`src/rtl/velf_pkg.sv`:
```
package velf_pkg;
    localparam int STATE_W = 32;

    typedef logic signed [STATE_W-1:0] velf_word_t;

    typedef struct packed {
        velf_word_t s1;
        velf_word_t jerk;
        velf_word_t acc;
        velf_word_t vel;
        logic       vld;
    } velf_state_t;
endpackage

```
`src/rtl/velf_gain_scale.sv`:
```
module velf_gain_scale #(
    parameter int IN_W   = 16,
    parameter int COEF_W = 16,
    parameter int OUT_W  = 32,
    parameter int FRAC   = 8
) (
    input  logic signed [IN_W-1:0]   sample_i,
    input  logic signed [COEF_W-1:0] coef_i,
    output logic signed [OUT_W-1:0]  scaled_o
);
    // Full product needs IN_W + COEF_W bits; OUT_W must be at least that.
    logic signed [OUT_W-1:0] prod;

    always_comb begin
        prod     = OUT_W'(sample_i) * OUT_W'(coef_i);
        scaled_o = prod >>> FRAC;   // arithmetic shift: floor division
    end
endmodule

```
`src/rtl/velf_sat_add.sv`:
```
module velf_sat_add #(
    parameter int W = 32
) (
    input  logic signed [W-1:0] a_i,
    input  logic signed [W-1:0] b_i,
    output logic signed [W-1:0] sum_o
);
    localparam logic signed [W-1:0] MAX_V = {1'b0, {(W-1){1'b1}}};
    localparam logic signed [W-1:0] MIN_V = {1'b1, {(W-1){1'b0}}};

    logic signed [W:0] wide;

    always_comb begin
        wide = {a_i[W-1], a_i} + {b_i[W-1], b_i};
        if (wide[W] != wide[W-1]) begin
            sum_o = wide[W] ? MIN_V : MAX_V;
        end else begin
            sum_o = wide[W-1:0];
        end
    end
endmodule

```
`src/rtl/vel_loop_filter.sv`:
```
module vel_loop_filter
    import velf_pkg::*;
#(
    parameter int ERR_W     = 16,
    parameter int COEF_W    = 16,
    parameter int FRAC_BITS = 8
) (
    input  logic                      clk,
    input  logic                      rst,
    input  logic                      err_valid,
    input  logic signed [ERR_W-1:0]   err_sample,
    input  logic signed [COEF_W-1:0]  k_jerk,
    input  logic signed [COEF_W-1:0]  k_accel,
    output logic signed [STATE_W-1:0] jerk_est,
    output logic signed [STATE_W-1:0] accel_est,
    output logic signed [STATE_W-1:0] vel_est,
    output logic                      est_valid
);
    localparam int W = STATE_W;

    velf_state_t st_d, st_q;
    velf_word_t  jerk_term, prop_term, s1_sum, acc_sum, vel_sum;

    // Gain stages
    velf_gain_scale #(.IN_W(ERR_W), .COEF_W(COEF_W), .OUT_W(W), .FRAC(FRAC_BITS))
        u_jerk_gain (.sample_i(err_sample), .coef_i(k_jerk), .scaled_o(jerk_term));
    velf_gain_scale #(.IN_W(ERR_W), .COEF_W(COEF_W), .OUT_W(W), .FRAC(FRAC_BITS))
        u_prop_gain (.sample_i(err_sample), .coef_i(k_accel), .scaled_o(prop_term));

    // First integrator, acceleration sum, second integrator
    velf_sat_add #(.W(W)) u_integ1 (.a_i(st_q.s1),  .b_i(jerk_term), .sum_o(s1_sum));
    velf_sat_add #(.W(W)) u_accsum (.a_i(s1_sum),   .b_i(prop_term), .sum_o(acc_sum));
    velf_sat_add #(.W(W)) u_integ2 (.a_i(st_q.vel), .b_i(acc_sum),   .sum_o(vel_sum));

    always_comb begin
        st_d     = st_q;
        st_d.vld = 1'b0;
        if (err_valid) begin
            st_d.jerk = jerk_term;
            st_d.s1   = s1_sum;
            st_d.acc  = acc_sum;
            st_d.vel  = vel_sum;
            st_d.vld  = 1'b1;
        end
        if (rst) begin
            st_d = '0;
        end
    end

    always_ff @(posedge clk) begin
        st_q <= st_d;
    end

    assign jerk_est  = st_q.jerk;
    assign accel_est = st_q.acc;
    assign vel_est   = st_q.vel;
    assign est_valid = st_q.vld;

    // Reset clears outputs
    assert_reset_clear_R1: assert property (@(posedge clk)
        rst |=> (vel_est == '0 && accel_est == '0 && jerk_est == '0 && !est_valid));

    // Outputs hold without a strobe
    assert_hold_R2: assert property (@(posedge clk) disable iff (rst)
        !err_valid |=> ($stable(vel_est) && $stable(accel_est) && $stable(jerk_est)));

    // Valid pulse timing
    assert_valid_pulse_R6: assert property (@(posedge clk) disable iff (rst)
        err_valid |=> est_valid);
    assert_valid_idle_R6: assert property (@(posedge clk) disable iff (rst)
        !err_valid |=> !est_valid);

    // Velocity moves in the direction of the added term, never wraps
    assert_no_overflow_R7: assert property (@(posedge clk) disable iff (rst)
        (err_valid && !acc_sum[W-1]) |=> (vel_est >= $past(vel_est)));
    assert_no_underflow_R7: assert property (@(posedge clk) disable iff (rst)
        (err_valid && acc_sum[W-1]) |=> (vel_est <= $past(vel_est)));
endmodule

```
`config.mk`:
```
export PLATFORM = sky130hd
export DESIGN_NAME = vel_loop_filter
export DESIGN_NICKNAME = d
export VERILOG_FILES = /design/src/rtl/velf_pkg.sv /design/src/rtl/velf_gain_scale.sv /design/src/rtl/velf_sat_add.sv /design/src/rtl/vel_loop_filter.sv
export SDC_FILE = /design/constraint.sdc
export NUM_CORES = 2
export LEC_CHECK = 0
export CAP_MARGIN = 20
export CORE_MARGIN = 2
export CORE_UTILIZATION = 45
export CTS_BUF_LIST = sky130_fd_sc_hd__clkbuf_8
export DETAILED_ROUTE_END_ITERATION = 6
export GPL_TIMING_DRIVEN = 0
export HOLD_SLACK_MARGIN = 0.08
export SYNTH_ARGS = -nofsm -noshare
export SYNTH_HDL_FRONTEND = slang
export SYNTH_SLANG_ARGS = --single-unit
```
`constraint.sdc`:
```
create_clock -name clk -period 18.82 [get_ports clk]
set_input_delay 2.823 -clock clk [delete_from_list [all_inputs] [get_ports clk]]
set_output_delay 2.823 -clock clk [all_outputs]
set_load 0.02 [all_outputs]
```
==> impl_metrics.tcl <==
set metrics [dict create \
    wl_met3_um 6420 \
    core_mm2 0.0645 \
    die_x_um 259 \
    crit_buf_inv 13 \
    syn_area_mm2 0.0293 \
    route.vias.total 22900 \
    post_drt_wl_per_cell_um 18.9 \
    dr.pass1.iters 5 \
    path_clk_slew_ns 0.07 \
    postSynthCellCount 3360 \
    setup_violations 0 \
    finalCriticalPeriod_ns 18.18 \
    diodes 0 \
    reg2reg_depth 43 \
    synthesis.nets 4192 \
    cp-start-kind "input port" \
    drc_errors 0 \
    drt_iter0_markers 1464 \
    ios 148 \
    hold_depth 2 \
    top_layer_used "met4" \
    hold_viol 0 \
    synth_cell_type_count 87 \
    outcome "completed" \
    critPathMaxFanout 10 \
    grt_first_pass_wirelength_um 130000 \
    cts_buffer_depth 2 \
    hp-class "register to register" \
    wl_met2_um 37000 \
    fp.dieH_um 259 \
    rows 93 \
    path_depth 64 \
    place_congestion 0.915 \
    ys_seq_elements 121 \
    area_growth_pct 11.3 \
    grt_pass1_vias 22600 \
    drt_wl_total_um 83200 \
    cp-end-kind "register" \
    via_per_inst 5.20 \
    die_area_mm2 0.0672 \
    critPathTopFamily "compound AO/OA/AOI/OAI gates" \
    synth_top_area_share_pct 35.8 \
    cpMaxStageDelayCell "clkdlybuf4s50_1" \
    clkSinkCount 121 \
    layout.nets 4370 \
    portBuffers 145 \
    synth_most_common_cell "inv_1" \
    cpMostUsedCell "fa_1" \
    synthTopCellsByCount "599 x inv_1, 525 x fa_1, 375 x nand2_1" \
    maxCapViolations 0 \
    cts_tree "done" \
    hold_buffers 0 \
    root_buffer "clkbuf_8" \
    worstPathArrival_ns 18.51 \
    cp.required_ns 19.15 \
    start_util_pct 45.5 \
    drive_gt1_share_pct 8.96 \
    synth_flop_cell "dfxtp_1" \
    antenna_found_initial 2 \
    clock_skew_ns 0.0148 \
    clock.fmax_mhz 55.0 \
    synth.yosys.warnings 0 \
    grtUsageTotal_pct 25.3 \
    place_inst 4362 \
    report.final.slew_viol_count 0 \
    max_slew_margin_pct 34.8 \
    worstSetupPathType "input port to register" \
    post-route-period-util_pct 96.6 \
    grt_max_degree 17 \
    ys_seq_area_share_pct 8.26 \
    async_flop_share_pct 0 \
    numCtsBuffers 17 \
    layout.cells.non_filler 4405 \
    ys_top_cells_by_area "fa_1 36%, ha_1 11%, dfxtp_1 8.3%, inv_1 7.7%, nand2_1 4.8%" \
    grt-ovfl-total 0 \
    synth_area_leader_cell "fa_1" \
    synth-edff-count 0 \
    syn_area_per_cell_um2 8.73 \
    htreeDepth 4 \
    slowest_delay_ns 0.58 \
    antenna_left 0 \
    hpwl_um 69800 \
    tightest_slew_ns 0.978 \
    clk_latency_ns 0.49 \
    m1WireLength_um 37700 \
]
worst register-to-register path, delay by kind of cell, from the launching register on:
family	cells	cell delay [ns]
flops	1	0.34
fa+ha+maj	7	2.39
simple gates	5	0.78
compound gates	23	5.33
buf+inv	8	1.42
final cells by class:
class | instances | area (µm²)
buffer | 230 | 1480
clock buffer | 19 | 262
clock inverter | 12 | 134
fill | 6381 | 31800
inverter | 600 | 2260
multi-input combinational | 2409 | 23400
sequential | 121 | 2420
tap | 855 | 1070
timing repair buffer | 159 | 1590
metal layers:
| layer | vias to the layer above | GRT usage [%] |
|---|---|---|
| met3 | 90 | 5.24 |
| met1 | 11400 | 37.0 |
| met2 | 657 | 38.5 |
| li1 | 10800 | - |
| met4 | 0 | 5.95 |
| met5 | - | 0 |
path summary, 6_finish.rpt:
kind	end	from	slack (ns)
setup reg to reg	vel_est[14]	st_q[97]	8.39
hold reg to reg	accel_est[23]	accel_est[23]	0.45
hold / removal	accel_est[23]	accel_est[23]	0.45
setup / recovery	vel_est[14]	err_sample[2]	0.64
state kept, by name, indices dropped and copies added (netlist names):
signal and cells:
est_valid 1, accel_est 32, vel_est 32, jerk_est 24
st_q 32
cell families (layout without fill, tap and decap cells):
family          after synthesis  in the layout  synth area share (%)
simple gates                954            954                  15.3
buf+inv                     830           1020                  12.3
fa+ha+maj                   797            797                  47.3
compound gates              507            507                  12.2
xor+xnor                    136            136                  4.06
flops                       121            121                  8.26
mux                          15             15                 0.512
through the flow:
stage                     utilization [%]  worst slack [ns]  cell area (µm²)  TNS, ns  hold WS (ns)
after floorplan                         -              2.55            29300        0         0.426
final                                50.6             0.645            32600        0         0.449
after global placement               49.4             -1.74            31900   -51.09         0.440
after detailed placement             49.4             -1.46            31900   -41.84         0.444
after global routing                 50.6           -0.0333            32600   -0.188         0.471
after CTS                            50.2           0.00387            32400        0         0.455
placed cells by master (no fill, tap or decap), types with 13 or more instances in the layout:
| cell type | netlist | final |
|---|---|---|
| nor3_1 | 15 | 14 |
| o21bai_1 | 18 | 18 |
| mux2i_1 | 15 | 15 |
| clkdlybuf4s50_1 | 0 | 134 |
| a21oi_1 | 101 | 98 |
| a211oi_1 | 22 | 20 |
| and2_1 | 217 | 217 |
| dfxtp_1 | 121 | 121 |
| nand2_1 | 375 | 375 |
| and3_1 | 14 | 14 |
| nand3_1 | 24 | 23 |
| o21ai_1 | 14 | 15 |
| nand4_1 | 13 | 13 |
| a211oi_2 | 22 | 24 |
| xnor2_1 | 92 | 91 |
| nand2b_1 | 36 | 36 |
| clkbuf_2 | 0 | 41 |
| a21o_1 | 53 | 53 |
| clkbuf_1 | 105 | 46 |
| o21a_1 | 49 | 49 |
| xor2_1 | 44 | 43 |
| inv_1 | 599 | 601 |
| ha_1 | 256 | 256 |
| nor2_1 | 213 | 211 |
| fa_1 | 525 | 524 |
| clkbuf_8 | 0 | 19 |
| buf_4 | 102 | 120 |
| o21ai_0 | 105 | 104 |
| a22o_1 | 20 | 20 |
timing repair:
| action | CTS | global route |
|---|---|---|
| setup endpoints to repair | 32 | 32 |
| setup buffers | 3 | 9 |
| resized for setup | 44 | 118 |
| pin swaps | 1 | 5 |
Power is left out: the tool's default activity adds up to more than one toggle a clock period on the data nets, which glitch-free logic cannot reach.
